**src/rtl/apb_par_pkg.sv**
```systemverilog
package apb_par_pkg;
  localparam int GRP_N  = 5;
  localparam int G_ADDR = 0;
  localparam int G_CTRL = 1;
  localparam int G_SEL  = 2;
  localparam int G_EN   = 3;
  localparam int G_WDAT = 4;
  localparam int SLICE_W = 8;
endpackage

```
**src/rtl/par_slicer.sv**
```systemverilog
module par_slicer #(
  parameter int W     = 32,
  parameter int SLICE = 8,
  localparam int N    = (W + SLICE - 1) / SLICE
) (
  input  logic [W-1:0] din,
  output logic [N-1:0] par
);
  for (genvar i = 0; i < N; i++) begin : g_slice
    localparam int LO = i * SLICE;
    localparam int HI = ((i + 1) * SLICE > W) ? W - 1 : (i + 1) * SLICE - 1;
    // fill bit that makes the slice plus itself odd
    assign par[i] = ~^din[HI:LO];
  end
endmodule

```
**src/rtl/par_compare.sv**
```systemverilog
module par_compare #(
  parameter int N = 4
) (
  input  logic [N-1:0] want,
  input  logic [N-1:0] got,
  output logic         mismatch
);
  assign mismatch = |(want ^ got);
endmodule

```
**src/rtl/err_track.sv**
```systemverilog
module err_track #(
  parameter int G = 5
) (
  input  logic         clk,
  input  logic         rst,
  input  logic         clr,
  input  logic [G-1:0] hit,
  output logic [G-1:0] pulse,
  output logic [G-1:0] sticky
);
  always_ff @(posedge clk) begin
    if (rst) begin
      pulse  <= '0;
      sticky <= '0;
    end else begin
      pulse  <= hit;
      sticky <= (sticky & ~{G{clr}}) | hit;
    end
  end
endmodule

```
**src/rtl/apb_par_guard.sv**
```systemverilog
module apb_par_guard
  import apb_par_pkg::*;
#(
  parameter int ADDR_W = 32,
  parameter int DATA_W = 32,
  parameter int PROT_W = 3,
  localparam int STRB_W = DATA_W / SLICE_W,
  localparam int ASL_N  = ADDR_W / SLICE_W,
  localparam int CTRL_W = 1 + PROT_W + STRB_W + 1
) (
  input  logic              clk,
  input  logic              rst,
  input  logic              chk_en,
  input  logic              clr,
  input  logic              bus_sel,
  input  logic              bus_en,
  input  logic              bus_wr,
  input  logic [PROT_W-1:0] bus_prot,
  input  logic [STRB_W-1:0] bus_strb,
  input  logic              bus_nse,
  input  logic [ADDR_W-1:0] bus_addr,
  input  logic [DATA_W-1:0] bus_wdata,
  input  logic [ASL_N-1:0]  addr_chk,
  input  logic              ctrl_chk,
  input  logic              sel_chk,
  input  logic              en_chk,
  input  logic [STRB_W-1:0] wdata_chk,
  input  logic [DATA_W-1:0] rsp_rdata,
  input  logic              rsp_ready,
  input  logic              rsp_err,
  output logic [STRB_W-1:0] rdata_par,
  output logic              ready_par,
  output logic              err_par,
  output logic [GRP_N-1:0]  err_pulse,
  output logic [GRP_N-1:0]  err_sticky
);
  logic [CTRL_W-1:0] ctrl_vec;
  logic [ASL_N-1:0]  addr_want;
  logic [STRB_W-1:0] wdat_want;
  logic              ctrl_want, sel_want, en_want;
  logic [GRP_N-1:0]  mis, hit;

  assign ctrl_vec = {bus_wr, bus_prot, bus_strb, bus_nse};

  par_slicer #(.W(ADDR_W), .SLICE(SLICE_W)) u_addr_p (.din(bus_addr),  .par(addr_want));
  par_slicer #(.W(CTRL_W), .SLICE(CTRL_W))  u_ctrl_p (.din(ctrl_vec),  .par(ctrl_want));
  par_slicer #(.W(1),      .SLICE(1))       u_sel_p  (.din(bus_sel),   .par(sel_want));
  par_slicer #(.W(1),      .SLICE(1))       u_en_p   (.din(bus_en),    .par(en_want));
  par_slicer #(.W(DATA_W), .SLICE(SLICE_W)) u_wdat_p (.din(bus_wdata), .par(wdat_want));

  par_compare #(.N(ASL_N))  u_addr_c (.want(addr_want), .got(addr_chk),  .mismatch(mis[G_ADDR]));
  par_compare #(.N(1))      u_ctrl_c (.want(ctrl_want), .got(ctrl_chk),  .mismatch(mis[G_CTRL]));
  par_compare #(.N(1))      u_sel_c  (.want(sel_want),  .got(sel_chk),   .mismatch(mis[G_SEL]));
  par_compare #(.N(1))      u_en_c   (.want(en_want),   .got(en_chk),    .mismatch(mis[G_EN]));
  par_compare #(.N(STRB_W)) u_wdat_c (.want(wdat_want), .got(wdata_chk), .mismatch(mis[G_WDAT]));

  // payload groups qualified by select; select and enable always checked
  always_comb begin
    hit         = '0;
    hit[G_ADDR] = chk_en & bus_sel & mis[G_ADDR];
    hit[G_CTRL] = chk_en & bus_sel & mis[G_CTRL];
    hit[G_WDAT] = chk_en & bus_sel & mis[G_WDAT];
    hit[G_SEL]  = chk_en & mis[G_SEL];
    hit[G_EN]   = chk_en & mis[G_EN];
  end

  err_track #(.G(GRP_N)) u_track (
    .clk(clk), .rst(rst), .clr(clr), .hit(hit),
    .pulse(err_pulse), .sticky(err_sticky)
  );

  // return path check bits
  par_slicer #(.W(DATA_W), .SLICE(SLICE_W)) u_rdat_p (.din(rsp_rdata), .par(rdata_par));
  par_slicer #(.W(1), .SLICE(1)) u_rdy_p (.din(rsp_ready), .par(ready_par));
  par_slicer #(.W(1), .SLICE(1)) u_err_p (.din(rsp_err),   .par(err_par));
endmodule

```
**config.mk**
```make
export PLATFORM = sky130hd
export DESIGN_NAME = apb_par_guard
export DESIGN_NICKNAME = d
export VERILOG_FILES = /design/src/rtl/apb_par_pkg.sv /design/src/rtl/par_slicer.sv /design/src/rtl/par_compare.sv /design/src/rtl/err_track.sv /design/src/rtl/apb_par_guard.sv
export SDC_FILE = /design/constraint.sdc
export NUM_CORES = 1
export LEC_CHECK = 0
export ABC_AREA = 1
export ABC_CLOCK_PERIOD_IN_PS = 1000
export BUFFER_PORTS_ARGS = -buffer_cell sky130_fd_sc_hd__buf_2
export CAP_MARGIN = 25
export CORE_MARGIN = 1.5
export CORE_UTILIZATION = 40
export DETAILED_ROUTE_END_ITERATION = 8
export PLACE_DENSITY = 0.83
export SLEW_MARGIN = 20
export SYNTH_ARGS = -nofsm -noshare
export SYNTH_HDL_FRONTEND = slang
export SYNTH_SLANG_ARGS = --single-unit
```
**constraint.sdc**
```tcl
create_clock -name clk -period 1 [get_ports clk]
set_input_delay 0.05 -clock clk [delete_from_list [all_inputs] [get_ports clk]]
set_output_delay 0.05 -clock clk [all_outputs]
set_load 0.03 [all_outputs]
```
==> results of run 1 <==
==> per-stage QoR <==
stage	util	std cells	setup TNS (ps)
floorplan	-	298	0
global placement	0.606	487	-87.4
detailed placement	0.606	487	-277
CTS	0.620	491	0
global route	0.625	491	0
finish	0.625	491	0
==> state kept, by name, summed over array words and instances, names as in the netlist <==
name            cells
u_track.pulse       5
u_track.sticky      5
==> layer usage <==
metal	share of wire	vias up	global-route usage
met4	0.011	0	0.0475
met1	0.36	876	0.154
li1	-	1160	-
met3	0.083	7	0.0362
met2	0.54	86	0.327
met5	0	-	0
==> power by group through the flow <==
stage / sequential (W) / clock [W] / combinational (W)
after floorplan: 0.000492 / 0 / 0.000853
after global placement: 0.000440 / 0 / 0.00134
after detailed placement: 0.000440 / 0 / 0.00139
after CTS: 0.000433 / 0.000513 / 0.00139
after global routing: 0.000436 / 0.000533 / 0.00159
final: 0.000433 / 0.000501 / 0.00141
==> worst reg2reg max path, cell delays in order (launching register included) <==
cell and delay [ps]:
sky130_fd_sc_hd__dfxtp_1 310, sky130_fd_sc_hd__nand2_1 60, sky130_fd_sc_hd__o21ai_0 70
==> logic make-up (layout without fill, tap and decap cells) <==
kind of cell    count (synthesis)  after routing  share of synthesized area
compound gates                  2              2                    0.00594
buf+inv                        55            198                      0.123
flops                          10             10                      0.119
simple gates                  160            160                      0.383
xor+xnor                       71             71                      0.369
==> worst max path at each step <==
stage                        from           endpoint  slack [ps]  cells past startpoint
global route         rsp_rdata[5]       rdata_par[0]           5                      5
global placement      bus_addr[7]  u_track.sticky[0]         -30                     11
detailed placement    bus_addr[0]  u_track.sticky[0]         -80                     15
CTS                 rsp_rdata[31]       rdata_par[3]          40                      5
floorplan            rsp_rdata[1]       rdata_par[0]          70                      3
finish              rsp_rdata[31]       rdata_par[3]          70                      5
==> area by class of cell <==
| class | count | area, sq um | share of cell area |
|---|---|---|---|
| Timing Repair Buffer | 139 | 703 | 0.279 |
| Multi-Input combinational cell | 233 | 1290 | 0.513 |
| Sequential cell | 10 | 200 | 0.0794 |
| Tap cell | 50 | 62.6 | 0.0248 |
| Inverter | 55 | 206 | 0.0819 |
| Clock buffer | 4 | 55.1 | 0.0218 |
==> layout by cell type, fill, tap and decap left out, drive strengths merged <==
| cell | n |
|---|---|
| nor2 | 5 |
| dfxtp | 10 |
| inv | 55 |
| buf | 138 |
| o21ai | 2 |
| or2 | 3 |
| xnor2 | 40 |
| nand2 | 122 |
| xor2 | 31 |
| nand3 | 30 |
| clkbuf | 5 |
==> timing repair <==
item                       in CTS  in global routing
hold buffers                    0                  0
setup endpoints to repair       0                  3
setup buffers                   0                  0
resized for setup               0                  6
hold endpoints to repair        0                  0
==> metrics.txt, run 1 <==
# TYPE chip_impl_metric gauge
chip_impl_info{name="outcome",value="finished, final reports clean"} 1
chip_impl_metric{name="synth_seq_cells",unit=""} 10
chip_impl_metric{name="final_area",unit="sq um"} 2520
chip_impl_metric{name="power_frac_seq",unit=""} 0.184
chip_impl_metric{name="total_leakage_power",unit="nW"} 1.65
chip_impl_metric{name="synth_area",unit="sq um"} 1680
chip_impl_metric{name="reg2reg_depth",unit=""} 2
chip_impl_metric{name="viasPerCell",unit=""} 4.34
chip_impl_info{name="critical_path.endpoint_type",value="output port"} 1
chip_impl_metric{name="finalWirelength",unit="um"} 3970
chip_impl_metric{name="ys_seq_area_frac",unit=""} 0.119
chip_impl_metric{name="r2r_slack",unit="ps"} 450
chip_impl_info{name="hold-path-endpoint",value="u_track.pulse[3]"} 1
chip_impl_metric{name="worst_path_largest_cell_delay",unit="ps"} 220
chip_impl_info{name="timing.hold.worst.start",value="rst"} 1
chip_impl_metric{name="finalMaxSlewViolations",unit=""} 0
chip_impl_info{name="r2r-start",value="u_track.sticky[2]"} 1
chip_impl_metric{name="detail_route.drc_violations",unit=""} 0
chip_impl_metric{name="synth.avg_cell_area",unit="sq um"} 5.65
chip_impl_metric{name="die_width",unit="um"} 67.9
chip_impl_metric{name="timing_worst_slew_pin_value",unit="ps"} 360
chip_impl_metric{name="cts.sink_count",unit=""} 10
chip_impl_info{name="worst_hold_path_type",value="primary input to flip-flop"} 1
chip_impl_metric{name="dr_total_vias",unit=""} 2129
chip_impl_metric{name="crit_buf_inv",unit=""} 2
chip_impl_metric{name="initial_antenna_violation_count",unit=""} 0
chip_impl_metric{name="die-area",unit="sq um"} 4610
chip_impl_metric{name="finalCriticalPeriod",unit="ps"} 927
chip_impl_metric{name="synth_enable_flop_cells",unit=""} 0
chip_impl_metric{name="whs",unit="ps"} 10.1
chip_impl_metric{name="clk_path_buf_depth",unit=""} 2
chip_impl_metric{name="num_antenna_cells",unit=""} 0
chip_impl_info{name="cts_tree",value="done"} 1
chip_impl_metric{name="detailedRoute.firstIterationViolations",unit=""} 29
chip_impl_metric{name="grt_pass1_wl",unit="um"} 5810
chip_impl_metric{name="min_period_over_period",unit=""} 0.927
chip_impl_metric{name="fin_worst_skew",unit="ps"} 0
chip_impl_metric{name="numCtsBuffers",unit=""} 3
chip_impl_metric{name="irDropWorstVdd",unit="uV"} 439
chip_impl_metric{name="final_antenna_net_count",unit=""} 0
chip_impl_metric{name="cap_viol_max_count",unit=""} 0
chip_impl_info{name="synth_commonest_cells",value="122 x sky130_fd_sc_hd__nand2_1, 52 x sky130_fd_sc_hd__inv_1, 40 x sky130_fd_sc_hd__xnor2_1"} 1
chip_impl_metric{name="combPwrFrac",unit=""} 0.602
chip_impl_metric{name="n_fill_cell",unit=""} 400
chip_impl_metric{name="power.switching",unit="W"} 0.000935
chip_impl_info{name="post-synth-top-area-cell",value="sky130_fd_sc_hd__nand2_1"} 1
chip_impl_info{name="worst_setup_path_start_kind",value="primary input"} 1
chip_impl_metric{name="grt_usage",unit=""} 0.159
chip_impl_metric{name="num_io_pins",unit=""} 140
chip_impl_info{name="cpLargestDelayFamily",value="XOR/XNOR gates"} 1
chip_impl_metric{name="pre_cts_ws",unit="ps"} -82.1
chip_impl_metric{name="yosys.cell_types.count",unit=""} 10
chip_impl_metric{name="cts.clk_slew.worst_paths",unit="ps"} 50
chip_impl_metric{name="dp_hpwl",unit="um"} 3660
chip_impl_metric{name="setup_violations",unit=""} 0
chip_impl_metric{name="critPathArrivalTime",unit="ps"} 880
chip_impl_info{name="synth_most_common_cell",value="sky130_fd_sc_hd__nand2_1"} 1
chip_impl_metric{name="gpl.final_weighted_congestion",unit=""} 0.731
chip_impl_info{name="ys_dominant_reg_cell",value="sky130_fd_sc_hd__dfxtp_1"} 1
chip_impl_info{name="crit_path_top_delay_cell",value="sky130_fd_sc_hd__xor2_1"} 1
chip_impl_metric{name="hold_path_depth",unit=""} 2
chip_impl_metric{name="postSynth.asyncResetShare",unit=""} 0
chip_impl_metric{name="initial_utilization",unit=""} 0.418
chip_impl_metric{name="synth_top_cell_area_share",unit=""} 0.272
chip_impl_metric{name="core",unit="sq um"} 4030
chip_impl_info{name="crit_type",value="primary input to output port"} 1
chip_impl_metric{name="grt_remaining_overflow",unit=""} 0
chip_impl_metric{name="die_h",unit="um"} 67.9
chip_impl_metric{name="power",unit="W"} 0.00235
chip_impl_info{name="rsz0062_at_grt",value="no"} 1
chip_impl_metric{name="clock.fmax",unit="MHz"} 1080
chip_impl_metric{name="synth-warning-count",unit=""} 0
chip_impl_metric{name="number_of_buffers_added_on_ports",unit=""} 139
chip_impl_metric{name="first_global_vias",unit=""} 1680
chip_impl_info{name="cts-root-buf",value="sky130_fd_sc_hd__clkbuf_8"} 1
chip_impl_metric{name="cellInternalPower",unit="W"} 0.00141
chip_impl_metric{name="share_of_total_power_in_the_clock_network",unit=""} 0.213
chip_impl_metric{name="grt_start_max_net_pins",unit=""} 7
chip_impl_metric{name="drive_above_1_share",unit=""} 0.336
chip_impl_metric{name="crit_fanout",unit=""} 1
chip_impl_metric{name="final-hold-violation-count",unit=""} 0
chip_impl_info{name="critical-path-top-cell-by-count",value="sky130_fd_sc_hd__xnor2_1"} 1
chip_impl_metric{name="wl_per_cell",unit="um"} 8.08
chip_impl_info{name="synthTopCellsByArea",value="sky130_fd_sc_hd__nand2_1 27%, sky130_fd_sc_hd__xnor2_1 21%, sky130_fd_sc_hd__xor2_1 16%"} 1
chip_impl_info{name="worst_r2r_endpoint",value="u_track.sticky[2]"} 1
chip_impl_metric{name="clk-insertion-delay-late",unit="ps"} 230
chip_impl_metric{name="drtPass1Iterations",unit=""} 4
chip_impl_info{name="crit_path_cell_trace",value="buf_2 > xnor2_1 > xor2_1 > xnor2_1 > buf_4"} 1
chip_impl_metric{name="placement.cell_area",unit="sq um"} 2440
chip_impl_metric{name="power_density",unit="nW/um^2"} 932
chip_impl_metric{name="max-slew-margin-rel",unit=""} 0.759
chip_impl_metric{name="worst-endpoint-required",unit="ps"} 950
chip_impl_metric{name="switching_share",unit=""} 0.398
chip_impl_metric{name="final_nets",unit=""} 566
chip_impl_metric{name="cts.htree.levels",unit=""} 1
chip_impl_metric{name="number_of_placement_rows",unit=""} 23
chip_impl_metric{name="area_growth_syn_to_layout",unit="%"} 49.6
chip_impl_metric{name="synthesis.instances",unit=""} 298
chip_impl_metric{name="fin_ws",unit="ps"} 72.8
chip_impl_metric{name="syn-num-nets",unit=""} 422
Note: power is estimated with default switching activity, not from simulation.
==> inputs of run 2 (changes only) <==
==> constraint.sdc (replaced) <==
create_clock -name clk -period 1 [get_ports clk]
set_input_delay 0.2 -clock clk [delete_from_list [all_inputs] [get_ports clk]]
set_output_delay 0.2 -clock clk [all_outputs]
set_load 0.03 [all_outputs]
==> run 2 against run 1 <==
Against the previous run:
- the run now ends with setup timing left
- final cell count unchanged
- worst hold slack improved by 200 ps
- sequential power increased by 0.9%
- register-to-register slack got worse by 30 ps
- combinational power increased by 33%
- highest routed layer unchanged
- power increased by 20%
- final area increased by 22%
- count of clock-buffer cells in the layout unchanged
==> metrics.txt, run 2 (synthesis results as in run 1) <==
# TYPE chip_impl_metric gauge
chip_impl_metric{name="num_antenna_cells",unit=""} 0
chip_impl_metric{name="wl_per_cell",unit="um"} 12.3
chip_impl_info{name="violations_in_the_final_reports",value="setup timing"} 1
chip_impl_metric{name="grt_start_max_net_pins",unit=""} 7
chip_impl_metric{name="first_global_vias",unit=""} 1737
chip_impl_metric{name="total_area_of_multi_input_combinational_cells",unit="sq um"} 1640
chip_impl_metric{name="detailedRoute.firstIterationViolations",unit=""} 96
chip_impl_info{name="crit_type",value="primary input to output port"} 1
chip_impl_metric{name="core",unit="sq um"} 4030
chip_impl_metric{name="detail_route.drc_violations",unit=""} 0
chip_impl_metric{name="setup_violations",unit=""} 4
chip_impl_metric{name="cts.clk_slew.worst_paths",unit="ps"} 50
chip_impl_metric{name="reg2reg_depth",unit=""} 2
chip_impl_metric{name="clock.fmax",unit="MHz"} 773
chip_impl_metric{name="final-hold-violation-count",unit=""} 0
chip_impl_metric{name="power_density",unit="nW/um^2"} 917
chip_impl_info{name="timing.hold.worst.start",value="rst"} 1
chip_impl_metric{name="finalMaxSlewViolations",unit=""} 0
chip_impl_metric{name="critPathArrivalTime",unit="ps"} 1090
chip_impl_metric{name="die_h",unit="um"} 67.9
chip_impl_info{name="worst_r2r_endpoint",value="u_track.sticky[1]"} 1
chip_impl_metric{name="cap_viol_max_count",unit=""} 0
chip_impl_metric{name="viasPerCell",unit=""} 4.58
chip_impl_info{name="r2r-start",value="u_track.sticky[1]"} 1
chip_impl_metric{name="final_antenna_net_count",unit=""} 0
chip_impl_metric{name="final_nets",unit=""} 566
chip_impl_metric{name="dp_hpwl",unit="um"} 3590
chip_impl_info{name="worst_setup_path_start_kind",value="primary input"} 1
chip_impl_metric{name="irDropWorstVdd",unit="uV"} 426
chip_impl_metric{name="power",unit="W"} 0.00283
chip_impl_metric{name="r2r_slack",unit="ps"} 420
chip_impl_info{name="cts-root-buf",value="sky130_fd_sc_hd__clkbuf_8"} 1
chip_impl_metric{name="gpl.final_weighted_congestion",unit=""} 0.686
chip_impl_metric{name="timing.setup.tns",unit="ps"} -947
chip_impl_info{name="critical_path.endpoint_type",value="output port"} 1
chip_impl_info{name="commonest_cells_after_routing_fill_and_taps_aside",value="110 x sky130_fd_sc_hd__nand2_1, 106 x sky130_fd_sc_hd__buf_2, 44 x sky130_fd_sc_hd__inv_1, 30 x sky130_fd_sc_hd__buf_6, 24 x sky130_fd_sc_hd__nand3_1"} 1
chip_impl_metric{name="postcts_setup_bufs",unit=""} 0
chip_impl_metric{name="worst-endpoint-required",unit="ps"} 800
chip_impl_metric{name="timing_worst_slew_pin_value",unit="ps"} 339
chip_impl_metric{name="clk_path_buf_depth",unit=""} 2
chip_impl_metric{name="dr_total_vias",unit=""} 2247
chip_impl_metric{name="numCtsBuffers",unit=""} 3
chip_impl_metric{name="n_fill_cell",unit=""} 292
chip_impl_metric{name="number_of_placement_rows",unit=""} 23
chip_impl_metric{name="fin_worst_skew",unit="ps"} 0
chip_impl_metric{name="clk-insertion-delay-late",unit="ps"} 230
chip_impl_metric{name="die-area",unit="sq um"} 4610
chip_impl_metric{name="num_io_pins",unit=""} 140
chip_impl_metric{name="grt_pass1_wl",unit="um"} 6440
chip_impl_info{name="layout.cells.most_common",value="sky130_fd_sc_hd__nand2_1"} 1
chip_impl_metric{name="crit_fanout",unit=""} 1
chip_impl_metric{name="grt_remaining_overflow",unit=""} 0
chip_impl_metric{name="initial_antenna_violation_count",unit=""} 0
chip_impl_metric{name="initial_utilization",unit=""} 0.418
chip_impl_metric{name="finalWirelength",unit="um"} 6040
chip_impl_metric{name="drtPass1Iterations",unit=""} 4
chip_impl_metric{name="min_period_over_period",unit=""} 1.29
chip_impl_metric{name="drive_above_1_share",unit=""} 0.467
chip_impl_info{name="worst_hold_path_type",value="primary input to flip-flop"} 1
chip_impl_metric{name="total_leakage_power",unit="nW"} 1.87
chip_impl_metric{name="finalCriticalPeriod",unit="ps"} 1290
chip_impl_metric{name="fin_ws",unit="ps"} -294
chip_impl_info{name="largest_registers_ranked_by_flip_flop_count",value="u_track.pulse x5, u_track.sticky x5"} 1
chip_impl_info{name="cts_tree",value="done"} 1
chip_impl_metric{name="area_growth_syn_to_layout",unit="%"} 83.0
chip_impl_metric{name="finish.utilization",unit=""} 0.765
chip_impl_metric{name="cts.sink_count",unit=""} 10
chip_impl_metric{name="max-slew-margin-rel",unit=""} 0.773
chip_impl_info{name="worstSetupStartpoint",value="rsp_rdata[25]"} 1
chip_impl_info{name="outcome",value="complete, but fails checks"} 1
chip_impl_metric{name="grt_usage",unit=""} 0.178
chip_impl_metric{name="hold_path_depth",unit=""} 2
chip_impl_metric{name="sequential_standard_cell_area",unit="sq um"} 200
chip_impl_metric{name="number_of_buffers_added_on_ports",unit=""} 139
chip_impl_metric{name="cts.htree.levels",unit=""} 1
chip_impl_info{name="hold-path-endpoint",value="u_track.pulse[3]"} 1
chip_impl_metric{name="die_width",unit="um"} 67.9
chip_impl_info{name="rsz0062_at_grt",value="yes"} 1
-- run 2: cell count changes in the layout (fill, tap and decap cells not counted), moves of 3 or more --
| cell | delta |
|---|---|
| sky130_fd_sc_hd__xor2_1 | -9 |
| sky130_fd_sc_hd__xor2_2 | +6 |
| sky130_fd_sc_hd__buf_8 | +3 |
| sky130_fd_sc_hd__nand2_2 | +12 |
| sky130_fd_sc_hd__nand3_2 | +6 |
| sky130_fd_sc_hd__buf_6 | +30 |
| sky130_fd_sc_hd__nand2_1 | -12 |
| sky130_fd_sc_hd__nand3_1 | -6 |
| sky130_fd_sc_hd__xor2_4 | +3 |
| sky130_fd_sc_hd__xnor2_2 | +20 |
| sky130_fd_sc_hd__inv_1 | -8 |
| sky130_fd_sc_hd__buf_2 | -30 |
| sky130_fd_sc_hd__xnor2_1 | -22 |
| sky130_fd_sc_hd__inv_2 | +8 |
-- run 2: what timing repair did --
item | in CTS | in global routing
gates resized for setup | 27 | 77
hold buffers | 0 | 0
setup endpoints to repair | 4 | 10
cloned | 0 | 0
pin swaps | 12 | 32
-- run 2: worst max-delay path, cell delays in order --
cell and delay, ps:
sky130_fd_sc_hd__buf_6 100, sky130_fd_sc_hd__xor2_2 200, sky130_fd_sc_hd__xor2_1 290, sky130_fd_sc_hd__xnor2_2 150, sky130_fd_sc_hd__buf_6 150
-- run 2: final cells by class --
class / instances / share of cell area
multi-input combinational: 233 / 0.533
timing repair buffer: 139 / 0.296
inverter: 55 / 0.0670
sequential: 10 / 0.0650
tap: 50 / 0.0203
clock buffer: 4 / 0.0179
-- run 2: how the worst max path moves through the flow --
stage | to | slack [ps]
2_1_floorplan | rdata_par[0] | -60
3_3_place_gp | rdata_par[1] | -280
3_5_place_dp | rdata_par[0] | -290
4_1_cts | rdata_par[0] | -210
5_1_grt | rdata_par[3] | -340
6_report | rdata_par[3] | -290
-- run 2: stage by stage --
| step | hold slack (ps) | setup slack, ps | instance area, sq um | cells |
|---|---|---|---|---|
| after floorplan | 272 | -58.2 | 1710 | 298 |
| after global placement | 405 | -282 | 2470 | 487 |
| after detailed placement | 410 | -288 | 2470 | 487 |
| after CTS | 165 | -214 | 2690 | 491 |
| after global routing | 189 | -335 | 3080 | 491 |
| final | 205 | -294 | 3080 | 491 |
-- run 2: routing by layer --
| metal | track usage | vias to the layer above | wire, um |
|---|---|---|---|
| met5 | 0 | - | 0 |
| met2 | 0.374 | 100 | 3430 |
| met4 | 0.0500 | 0 | 167 |
| met1 | 0.174 | 977 | 2010 |
| li1 | - | 1154 | - |
| met3 | 0.0280 | 16 | 435 |
-- run 2: power by group --
part	leakage [nW]	switching, W	internal (W)
Combinational	1.76	0.000970	0.000910
Clock	0.0288	0.000163	0.000346
Sequential	0.0821	0.0000118	0.000425
Total	1.87	0.00114	0.00168
